$ cat config.mk
export PLATFORM = sky130hd
export DESIGN_NAME = mseq_core
export DESIGN_NICKNAME = d
export VERILOG_FILES = /design/src/rtl/mseq_pkg.sv /design/src/rtl/mseq_decode.sv /design/src/rtl/mseq_uqueue.sv /design/src/rtl/mseq_addr_unit.sv /design/src/rtl/mseq_core.sv
export SDC_FILE = /design/constraint.sdc
export NUM_CORES = 1
export LEC_CHECK = 0
export ABC_AREA = 1
export BUFFER_PORTS_ARGS = -buffer_cell sky130_fd_sc_hd__buf_2
export CAP_MARGIN = 25
export CORE_ASPECT_RATIO = 1.4
export CORE_MARGIN = 2
export CORE_UTILIZATION = 59
export CTS_BUF_LIST = sky130_fd_sc_hd__clkbuf_16
export CTS_CLUSTER_DIAMETER = 50
export DETAILED_ROUTE_END_ITERATION = 10
export GPL_ROUTABILITY_DRIVEN = 1
export PLACE_DENSITY = 0.91
export SLEW_MARGIN = 10
export SYNTH_ARGS = -nofsm -noshare
export SYNTH_HDL_FRONTEND = slang
export SYNTH_SLANG_ARGS = --single-unit
$ cat constraint.sdc
create_clock -name clk -period 3.62 [get_ports clk]
set_input_delay 0.362 -clock clk [delete_from_list [all_inputs] [get_ports clk]]
set_output_delay 0.362 -clock clk [all_outputs]
set_load 0.01 [all_outputs]
$ cat src/rtl/mseq_pkg.sv
package mseq_pkg;

  // micro-operations, one per clock
  typedef enum logic [3:0] {
    U_FETCH,     // commit pending load, read opcode at PC, reload queue
    U_OPLO,      // read operand at PC into latch and address low
    U_OPHI,      // read operand at PC into address high
    U_OPHI_IX,   // address high from PC, X added to address low, carry kept
    U_OPHI_IY,   // address high from PC, Y added to address low, carry kept
    U_IDXX,      // dummy read in page zero, X added to pointer
    U_PTRLO,     // read pointer low, pointer advances inside page zero
    U_PTRHI,     // read pointer high, address low from pointer byte
    U_PTRHI_IY,  // read pointer high, pointer byte plus Y, carry kept
    U_READ,      // data read, pending carry folded into high byte
    U_READ_SKIP, // as U_READ, next entry dropped when no carry pending
    U_WRITE      // store selected register
  } uop_e;

  typedef enum logic [2:0] {
    AM_NONE, AM_IMM, AM_ZP, AM_ABS, AM_ABSX, AM_ABSY, AM_INDX, AM_INDY
  } amode_e;

endpackage

$ cat src/rtl/mseq_decode.sv
module mseq_decode
  import mseq_pkg::*;
#(
  parameter int QDEPTH = 8
) (
  input  logic [7:0] opcode,
  output uop_e       seq [QDEPTH],
  output logic       is_load
);

  amode_e mode;
  logic   is_store;
  uop_e   last_acc;

  always_comb begin
    mode     = AM_NONE;
    is_store = 1'b0;
    case (opcode)
      8'hA9, 8'hA2, 8'hA0: mode = AM_IMM;
      8'hA5, 8'hA6, 8'hA4: mode = AM_ZP;
      8'hAD, 8'hAE, 8'hAC: mode = AM_ABS;
      8'hBD, 8'hBC:        mode = AM_ABSX;
      8'hB9, 8'hBE:        mode = AM_ABSY;
      8'hA1:               mode = AM_INDX;
      8'hB1:               mode = AM_INDY;
      8'h85, 8'h86, 8'h84: begin mode = AM_ZP;   is_store = 1'b1; end
      8'h8D, 8'h8E, 8'h8C: begin mode = AM_ABS;  is_store = 1'b1; end
      8'h9D:               begin mode = AM_ABSX; is_store = 1'b1; end
      8'h99:               begin mode = AM_ABSY; is_store = 1'b1; end
      8'h81:               begin mode = AM_INDX; is_store = 1'b1; end
      8'h91:               begin mode = AM_INDY; is_store = 1'b1; end
      default: begin mode = AM_NONE; is_store = 1'b0; end
    endcase
  end

  always_comb begin
    if (is_store) last_acc = U_WRITE;
    else          last_acc = U_READ;
  end

  assign is_load = (mode != AM_NONE) && !is_store;

  // list after the opcode fetch; unused slots are opcode fetches
  always_comb begin
    for (int i = 0; i < QDEPTH; i++) seq[i] = U_FETCH;
    case (mode)
      AM_IMM: seq[0] = U_OPLO;
      AM_ZP: begin
        seq[0] = U_OPLO;
        seq[1] = last_acc;
      end
      AM_ABS: begin
        seq[0] = U_OPLO;
        seq[1] = U_OPHI;
        seq[2] = last_acc;
      end
      AM_ABSX, AM_ABSY: begin
        seq[0] = U_OPLO;
        if (mode == AM_ABSX) seq[1] = U_OPHI_IX;
        else                 seq[1] = U_OPHI_IY;
        if (is_store) begin
          seq[2] = U_READ;
          seq[3] = U_WRITE;
        end else begin
          seq[2] = U_READ_SKIP;
          seq[3] = U_READ;
        end
      end
      AM_INDX: begin
        seq[0] = U_OPLO;
        seq[1] = U_IDXX;
        seq[2] = U_PTRLO;
        seq[3] = U_PTRHI;
        seq[4] = last_acc;
      end
      AM_INDY: begin
        seq[0] = U_OPLO;
        seq[1] = U_PTRLO;
        seq[2] = U_PTRHI_IY;
        if (is_store) begin
          seq[3] = U_READ;
          seq[4] = U_WRITE;
        end else begin
          seq[3] = U_READ_SKIP;
          seq[4] = U_READ;
        end
      end
      default: seq[0] = U_FETCH;
    endcase
  end

endmodule

$ cat src/rtl/mseq_uqueue.sv
module mseq_uqueue
  import mseq_pkg::*;
#(
  parameter int QDEPTH = 8
) (
  input  logic clk,
  input  logic rst,
  input  uop_e fill [QDEPTH],
  input  logic skip,
  output uop_e cur
);

  localparam int PW = (QDEPTH > 1) ? $clog2(QDEPTH) : 1;

  uop_e           slot [QDEPTH];
  logic [PW-1:0]  ptr;

  assign cur = slot[ptr];

  always_ff @(posedge clk) begin
    if (rst) begin
      for (int i = 0; i < QDEPTH; i++) slot[i] <= U_FETCH;
      ptr <= '0;
    end else if (cur == U_FETCH) begin
      for (int i = 0; i < QDEPTH; i++) slot[i] <= fill[i];
      ptr <= '0;
    end else begin
      ptr <= ptr + (skip ? PW'(2) : PW'(1));
    end
  end

endmodule

$ cat src/rtl/mseq_addr_unit.sv
module mseq_addr_unit
  import mseq_pkg::*;
#(
  parameter int ADDR_W = 16,
  parameter int DATA_W = 8
) (
  input  logic              clk,
  input  logic              rst,
  input  logic [ADDR_W-1:0] start_pc,
  input  uop_e              op,
  input  logic [DATA_W-1:0] rdata,
  input  logic              new_load,
  output logic [ADDR_W-1:0] addr,
  output logic              rd,
  output logic              wr,
  output logic [DATA_W-1:0] wdata,
  output logic [DATA_W-1:0] a_q,
  output logic [DATA_W-1:0] x_q,
  output logic [DATA_W-1:0] y_q,
  output logic              carry_q
);

  localparam int HI_W = ADDR_W - DATA_W;

  logic [ADDR_W-1:0] pc;
  logic [DATA_W-1:0] adl, tlo, opl;
  logic [HI_W-1:0]   adh;
  logic [1:0]        sel;
  logic              pend;
  logic [DATA_W:0]   sum_ix, sum_ty;
  logic [DATA_W-1:0] idx_pick;

  assign idx_pick = (op == U_OPHI_IX) ? x_q : y_q;
  assign sum_ix   = {1'b0, adl} + {1'b0, idx_pick};
  assign sum_ty   = {1'b0, tlo} + {1'b0, y_q};

  always_comb begin
    case (op)
      U_FETCH, U_OPLO, U_OPHI, U_OPHI_IX, U_OPHI_IY: addr = pc;
      U_IDXX, U_PTRLO, U_PTRHI, U_PTRHI_IY:        addr = {{HI_W{1'b0}}, adl};
      default:                                     addr = {adh, adl};
    endcase
  end

  assign rd = !rst && (op != U_WRITE);
  assign wr = !rst && (op == U_WRITE);

  always_comb begin
    case (sel)
      2'b01:   wdata = a_q;
      2'b10:   wdata = x_q;
      default: wdata = y_q;
    endcase
  end

  always_ff @(posedge clk) begin
    if (rst) begin
      pc      <= start_pc;
      adl     <= '0;
      adh     <= '0;
      tlo     <= '0;
      opl     <= '0;
      carry_q <= 1'b0;
      sel     <= 2'b00;
      pend    <= 1'b0;
      a_q     <= '0;
      x_q     <= '0;
      y_q     <= '0;
    end else begin
      case (op)
        U_FETCH: begin
          if (pend) begin
            case (sel)
              2'b01:   a_q <= opl;
              2'b10:   x_q <= opl;
              default: y_q <= opl;
            endcase
          end
          sel  <= rdata[1:0];
          pend <= new_load;
          pc   <= pc + ADDR_W'(1);
        end
        U_OPLO: begin
          opl     <= rdata;
          adl     <= rdata;
          adh     <= '0;
          carry_q <= 1'b0;
          pc      <= pc + ADDR_W'(1);
        end
        U_OPHI: begin
          adh <= HI_W'(rdata);
          pc  <= pc + ADDR_W'(1);
        end
        U_OPHI_IX, U_OPHI_IY: begin
          adh     <= HI_W'(rdata);
          adl     <= sum_ix[DATA_W-1:0];
          carry_q <= sum_ix[DATA_W];
          pc      <= pc + ADDR_W'(1);
        end
        U_IDXX:  adl <= adl + x_q;
        U_PTRLO: begin
          tlo <= rdata;
          adl <= adl + DATA_W'(1);
        end
        U_PTRHI: begin
          adh <= HI_W'(rdata);
          adl <= tlo;
        end
        U_PTRHI_IY: begin
          adh     <= HI_W'(rdata);
          adl     <= sum_ty[DATA_W-1:0];
          carry_q <= sum_ty[DATA_W];
        end
        U_READ, U_READ_SKIP: begin
          opl     <= rdata;
          adh     <= adh + HI_W'(carry_q);
          carry_q <= 1'b0;
        end
        default: ;
      endcase
    end
  end

endmodule

$ cat src/rtl/mseq_core.sv
module mseq_core
  import mseq_pkg::*;
#(
  parameter int ADDR_W = 16,
  parameter int DATA_W = 8,
  parameter int QDEPTH = 8
) (
  input  logic              clk,
  input  logic              rst,
  input  logic [ADDR_W-1:0] start_pc,
  input  logic [DATA_W-1:0] mem_rdata,
  output logic [ADDR_W-1:0] mem_addr,
  output logic              mem_rd,
  output logic              mem_wr,
  output logic [DATA_W-1:0] mem_wdata,
  output logic              fetch_cycle,
  output logic [DATA_W-1:0] reg_a,
  output logic [DATA_W-1:0] reg_x,
  output logic [DATA_W-1:0] reg_y
);

  uop_e seq_list [QDEPTH];
  uop_e cur_op;
  logic load_op;
  logic carry_pend;
  logic drop_next;

  mseq_decode #(.QDEPTH(QDEPTH)) u_dec (
    .opcode  (mem_rdata[7:0]),
    .seq     (seq_list),
    .is_load (load_op)
  );

  assign drop_next = (cur_op == U_READ_SKIP) && !carry_pend;

  mseq_uqueue #(.QDEPTH(QDEPTH)) u_q (
    .clk  (clk),
    .rst  (rst),
    .fill (seq_list),
    .skip (drop_next),
    .cur  (cur_op)
  );

  mseq_addr_unit #(.ADDR_W(ADDR_W), .DATA_W(DATA_W)) u_au (
    .clk      (clk),
    .rst      (rst),
    .start_pc (start_pc),
    .op       (cur_op),
    .rdata    (mem_rdata),
    .new_load (load_op),
    .addr     (mem_addr),
    .rd       (mem_rd),
    .wr       (mem_wr),
    .wdata    (mem_wdata),
    .a_q      (reg_a),
    .x_q      (reg_x),
    .y_q      (reg_y),
    .carry_q  (carry_pend)
  );

  assign fetch_cycle = !rst && (cur_op == U_FETCH);

endmodule

* Word level (Yosys, flattened, before mapping)
Memories as Yosys holds them, arrays and structs flattened. A register that Yosys moved wholly into a read port is not among the register bits.
Index checks and enable logic that the tools add are counted.
** Cells by class
- Add/subtract/negate cells :: 7
- Equality and inequality tests :: 46
- Muxes and demuxes :: 33
- Bitwise gates (word level) :: 9
- Reductions and logical operators :: 35
** Operators with widths (count)
- $eq A8 B8 Y1 const B :: 25
- $pmux W8 S6 :: 1
- $mux W16 :: 2
- $mux W4 :: 8
- $pmux W16 S2 :: 1
- $pmux W8 S3 :: 1
- $pmux W3 S7 :: 1
- $pmux W4 S5 :: 1
- $add A8 B8 Y9 :: 2
- $add A16 B1 Y16 const B :: 1
- $eq A4 B3 Y1 const B :: 4
- $eq A4 B4 Y1 const B :: 4
- $pmux W4 S4 :: 1
- $pmux W8 S2 :: 1
- $reduce_or A2 Y1 :: 7
- $eq A3 B3 Y1 const B :: 4
- $pmux W4 S3 :: 1
- $reduce_or A3 Y1 :: 4
- $reduce_or A6 Y1 :: 2
- $reduce_or A10 Y1 :: 1
- $reduce_or A5 Y1 :: 2
- $reduce_and A3 Y1 :: 3
- $reduce_bool A3 Y1 :: 3
- $add A8 B1 Y8 :: 1
- 26 further kinds :: 49
** Storage, ports and cells
- Flip-flop bits (word level) :: 79
- RAM bits :: 32
- Bits of input ports :: 26
- Output and inout bits :: 51
- Word-level logic and storage cells :: 143
- Memories :: 1
** Memory list
- u_q.slot :: words 8, bits a word 4, read ports 1, clocked after Yosys merged registers in 1, wr ports 8, line mseq_uqueue.sv:15 : uop_e slot [QDEPTH];

* Logic depth before layout (Yosys ltp)
- Depth after elaboration :: 7
- Depth in mapped cells :: 27
- Gate-level depth less buffers :: 25

* By module
A second synthesis with hierarchy kept.
** Second synthesis, totals
- Cells, all modules :: 1121
- Area, all modules :: 7687.4 um^2
** By module, submodules not included
- mseq_addr_unit :: instances 1, cells an instance 775, area an instance 5187.5 um^2, seq. area each 1681.6 um^2
- mseq_uqueue :: instances 1, cells an instance 217, area an instance 1875.5 um^2, seq. area each 1021.0 um^2
- mseq_decode :: instances 1, cells an instance 118, area an instance 579.3 um^2, seq. area each 0.0 um^2
- mseq_core :: instances 1, cells an instance 11, area an instance 45.0 um^2, seq. area each 0.0 um^2

* Worst setup path before layout
No wires, ideal clock.
- Path type :: register -> register
- Start :: register u_q.ptr[0] (netlist name)
- End :: register u_au.adl[6]
- Setup time :: 115 ps
- Arrival time :: 2901 ps
- Required time :: 3505 ps
- Slack :: 605 ps
- Stages on the path, launching flop included :: 24
- Buffers on the path :: 2
- Clock period less this slack :: 3015 ps
- Cells stage by stage :: dfxtp_1 > buf_6 > inv_6 > nand2_1 > nand3_1 > nand2_2 > nand2_1 > nand2_2 > nand2_4 > nor2_1 > clkbuf_1 > o21ai_0 > ha_1 > fa_1 > nand3_1 > nand2_1 > a21oi_1 > o21bai_1 > nor2_1 > nor2_1 > nand2_1 > nand4_1 > nor2_1 > nor2_1
** RTL lines
- to (signal assigned) :: line mseq_addr_unit.sv:85 : adl <= rdata;
- to (signal assigned) :: line mseq_addr_unit.sv:96 : adl <= sum_ix[DATA_W-1:0];
- to (signal assigned) :: line mseq_addr_unit.sv:100 : U_IDXX: adl <= adl + x_q;
- to (decl) :: line mseq_addr_unit.sv:26 : logic [DATA_W-1:0] adl, tlo, opl;

==> flow_summary.json <==
{
  "status": "finished, final reports clean",
  "final_core_util_pct": 67.9,
  "async_reset_ff_share_pct": 0,
  "dr.pass1.iters": 6,
  "dp_slack_ns": 0.370,
  "post-route-drc-count": 0,
  "wl_met3_um": 1130,
  "critPathRequiredTime_ns": 3.90,
  "synth_cell_type_count": 47,
  "maxCapViolCount": 0,
  "slowest_delay_ns": 0.46,
  "wl_met1_um": 6540,
  "syn_inst": 856,
  "fin_crit_ns": 3.10,
  "path_delay_family": "simple AND/OR/NAND/NOR gates",
  "power_density_mw_per_mm2": 410,
  "die-area_mm2": 0.0114,
  "num_vias": 6125,
  "clkSinkCount": 94,
  "critPathBufInv": 2,
  "final_cell_mix": "184 x nand2_1, 87 x inv_1, 84 x nor2_1",
  "cp_data_arrival_time_ns": 3.38,
  "postCtsSetupBuffers": 0,
  "antenna_found_initial": 0,
  "grt_pass1_vias": 5996,
  "register_area_mm2": 0.00219,
  "cp_max_fo": 10,
  "place_area_mm2": 0.00670,
  "wl_per_cell_um": 15.6,
  "synth_area_mm2": 0.00623,
  "tightest_slew_ns": 0.814,
  "numCtsBuffers": 9,
  "syn-num-nets": 916,
  "yosysWarnings": 0,
  "ctsHtreeMaxLevel": 3,
  "peakVddDrop_uv": 270,
  "report.final.slew_viol_count": 0,
  "dieHeight_um": 126,
  "clock_latency_ns": 0.35,
  "endpoint_kind": "flop",
  "fmax_ghz": 0.323,
  "track_usage_pct": 30.0,
  "power.leakage_nw": 3.25,
  "cts-root-buf": "clkbuf_16",
  "clk_pin_slew_ns": 0.07,
  "pin_count": 77,
  "final_common_cell": "nand2_1",
  "numPortBuffers": 76,
  "grt_max_degree": 57,
  "fin_area_mm2": 0.00703,
  "fin_skew_ns": 0.00618,
  "hold_path.class": "input pin to flop",
  "setup_violations": 0,
  "rsz0062_at_grt": "false",
  "fin_nets": 983,
  "hold_viol_final": 0,
  "start_util_pct": 60.2,
  "ant_nets": 0,
  "tns_ns": 0,
  "top_layer": "met4",
  "area.growth.synth_to_final_pct": 12.8,
  "grt_overflow": 0,
  "drive_gt1_share_pct": 17.6,
  "vias_per_cell": 5.75,
  "drt_iter0_markers": 583,
  "crit_chain": "inv_6 -> nand2_1 -> nand3_1 -> nand2_2 -> nand2_1 -> nand2_2 -> nand2_4 -> nor2_2 -> buf_4 -> o21ai_0 -> ha_1 -> nand3_1 -> nand2_1 -> a21oi_1 -> o21bai_1 -> a21oi_1 -> o21ai_0 -> o211ai_1 -> a21oi_1",
  "synth_seq_cells": 94,
  "multi_input_area_mm2": 0.00353,
  "fin_crit_sh_pct": 85.5,
  "slowest_stage": "dfxtp_2",
  "globalplace.congestion": 0.931,
  "hpwl_um": 12300,
  "fillers": 868,
  "ys_seq_area_share_pct": 35.2,
  "cts_buffer_depth": 2,
  "total_power_mw": 2.88,
  "worst_slack_ns": 0.524,
  "diodes": 0,
  "synthFlopType": "dfxtp_1",
  "row_count": 44,
  "timing.slew.headroom_pct": 45.6,
  "cp-start-kind": "flop",
  "synth-edff-count": 31,
  "syn_avg_cell_area_um2": 7.28,
  "routed_wl_um": 16700,
  "cts_tree": "done",
  "dieWidth_um": 90.9,
  "crit_type": "flop to flop",
  "grt_pass1_wl_um": 27700,
  "cts_hold_buf": 0,
  "core_area_mm2": 0.0103,
  "wl_met2_um": 8310
}
-- where the power goes --
part           switching (mW)  internal (mW)
clock network           0.414          0.588
logic                   0.389          0.216
registers              0.0881           1.19
total                   0.891           1.99
-- state kept, by name, indices dropped and copies added (netlist names), 2 cells and up --
name      cells
u_au.pc      16
u_au.y_q      8
u_au.adh      8
u_au.tlo      8
u_au.x_q      8
u_au.sel      2
u_q.slot     15
u_au.adl      8
u_q.ptr       3
u_au.opl      8
u_au.a_q      8
-- area by class of cell --
cell class | instances | share of cell area (%)
clock buffers | 12 | 4.27
clock inverters | 3 | 0.285
inverters | 101 | 5.57
multi-input cells | 636 | 50.3
flip-flops and latches | 94 | 31.2
well taps | 138 | 2.46
repair buffers | 81 | 5.95
-- cell usage after synthesis (3+ instances only) --
master	instances	area (µm²)
nor2_4	4	45.0
inv_1	87	327
inv_2	9	33.8
inv_4	3	18.8
edfxtp_1	31	931
or2_2	9	56.3
buf_2	7	35.0
xor2_1	6	52.6
o31ai_1	3	22.5
nand3_1	49	245
nand4_1	11	68.8
nand2_2	12	75.1
o211ai_1	4	30.0
nor2_2	6	37.5
fa_1	4	80.1
dfxtp_1	63	1260
nand2_1	184	691
o22ai_1	7	43.8
nor2_1	85	319
nor2_8	4	80.1
ha_1	30	375
clkbuf_1	14	52.6
nand2_4	9	101
o21ai_1	11	55.1
a21oi_1	68	340
nor3_1	10	50.1
a22oi_1	8	60.1
xnor2_1	3	26.3
a31oi_1	18	113
o21ai_0	76	380
-- worst min-delay path, cell delays in order --
cell and delay, ns:
buf_2 0.08, nand2_1 0.04, nand2_1 0.05
-- through the flow --
step | hold slack, ns | instances
after detailed placement | 0.470 | 1050
after global placement | 0.462 | 1050
after floorplan | 0.453 | 856
after CTS | 0.283 | 1065
after global routing | 0.305 | 1065
final | 0.287 | 1065
-- cell families (layout without fill, tap and decap cells) --
family,count (synthesis),in the layout,synth area share (%)
XOR/XNOR,9,9,1.26
flip-flops,94,94,35.2
adder cells (fa/ha/maj),34,34,7.31
buffers and inverters,126,197,8.19
AO/OA/AOI/OAI,201,201,17.7
AND/OR/NAND/NOR,392,392,30.4
-- path summary, 6_finish.rpt --
check	startpoint	end	slack, ns	cells after the start
min	start_pc[14]	u_au.pc[14]	0.29	3
min reg2reg	u_au.adh[4]	u_au.adh[4]	0.49	2
max reg2reg	u_q.ptr[0]	u_au.carry_q	0.52	19
max	u_q.ptr[0]	u_au.carry_q	0.52	19
-- metal layers --
metal | track usage (%) | up-vias
met2 | 52.2 | 283
met3 | 4.46 | 70
met4 | 15.7 | 0
met1 | 35.7 | 2769
li1 | - | 3003
met5 | 0 | -
-- what timing repair did --
action                     4_1_cts  5_1_grt
setup endpoints to repair        0        5
hold endpoints to repair         0        0
resized for setup                0        2
No activity file was read; power rests on OpenSTA's default activity.
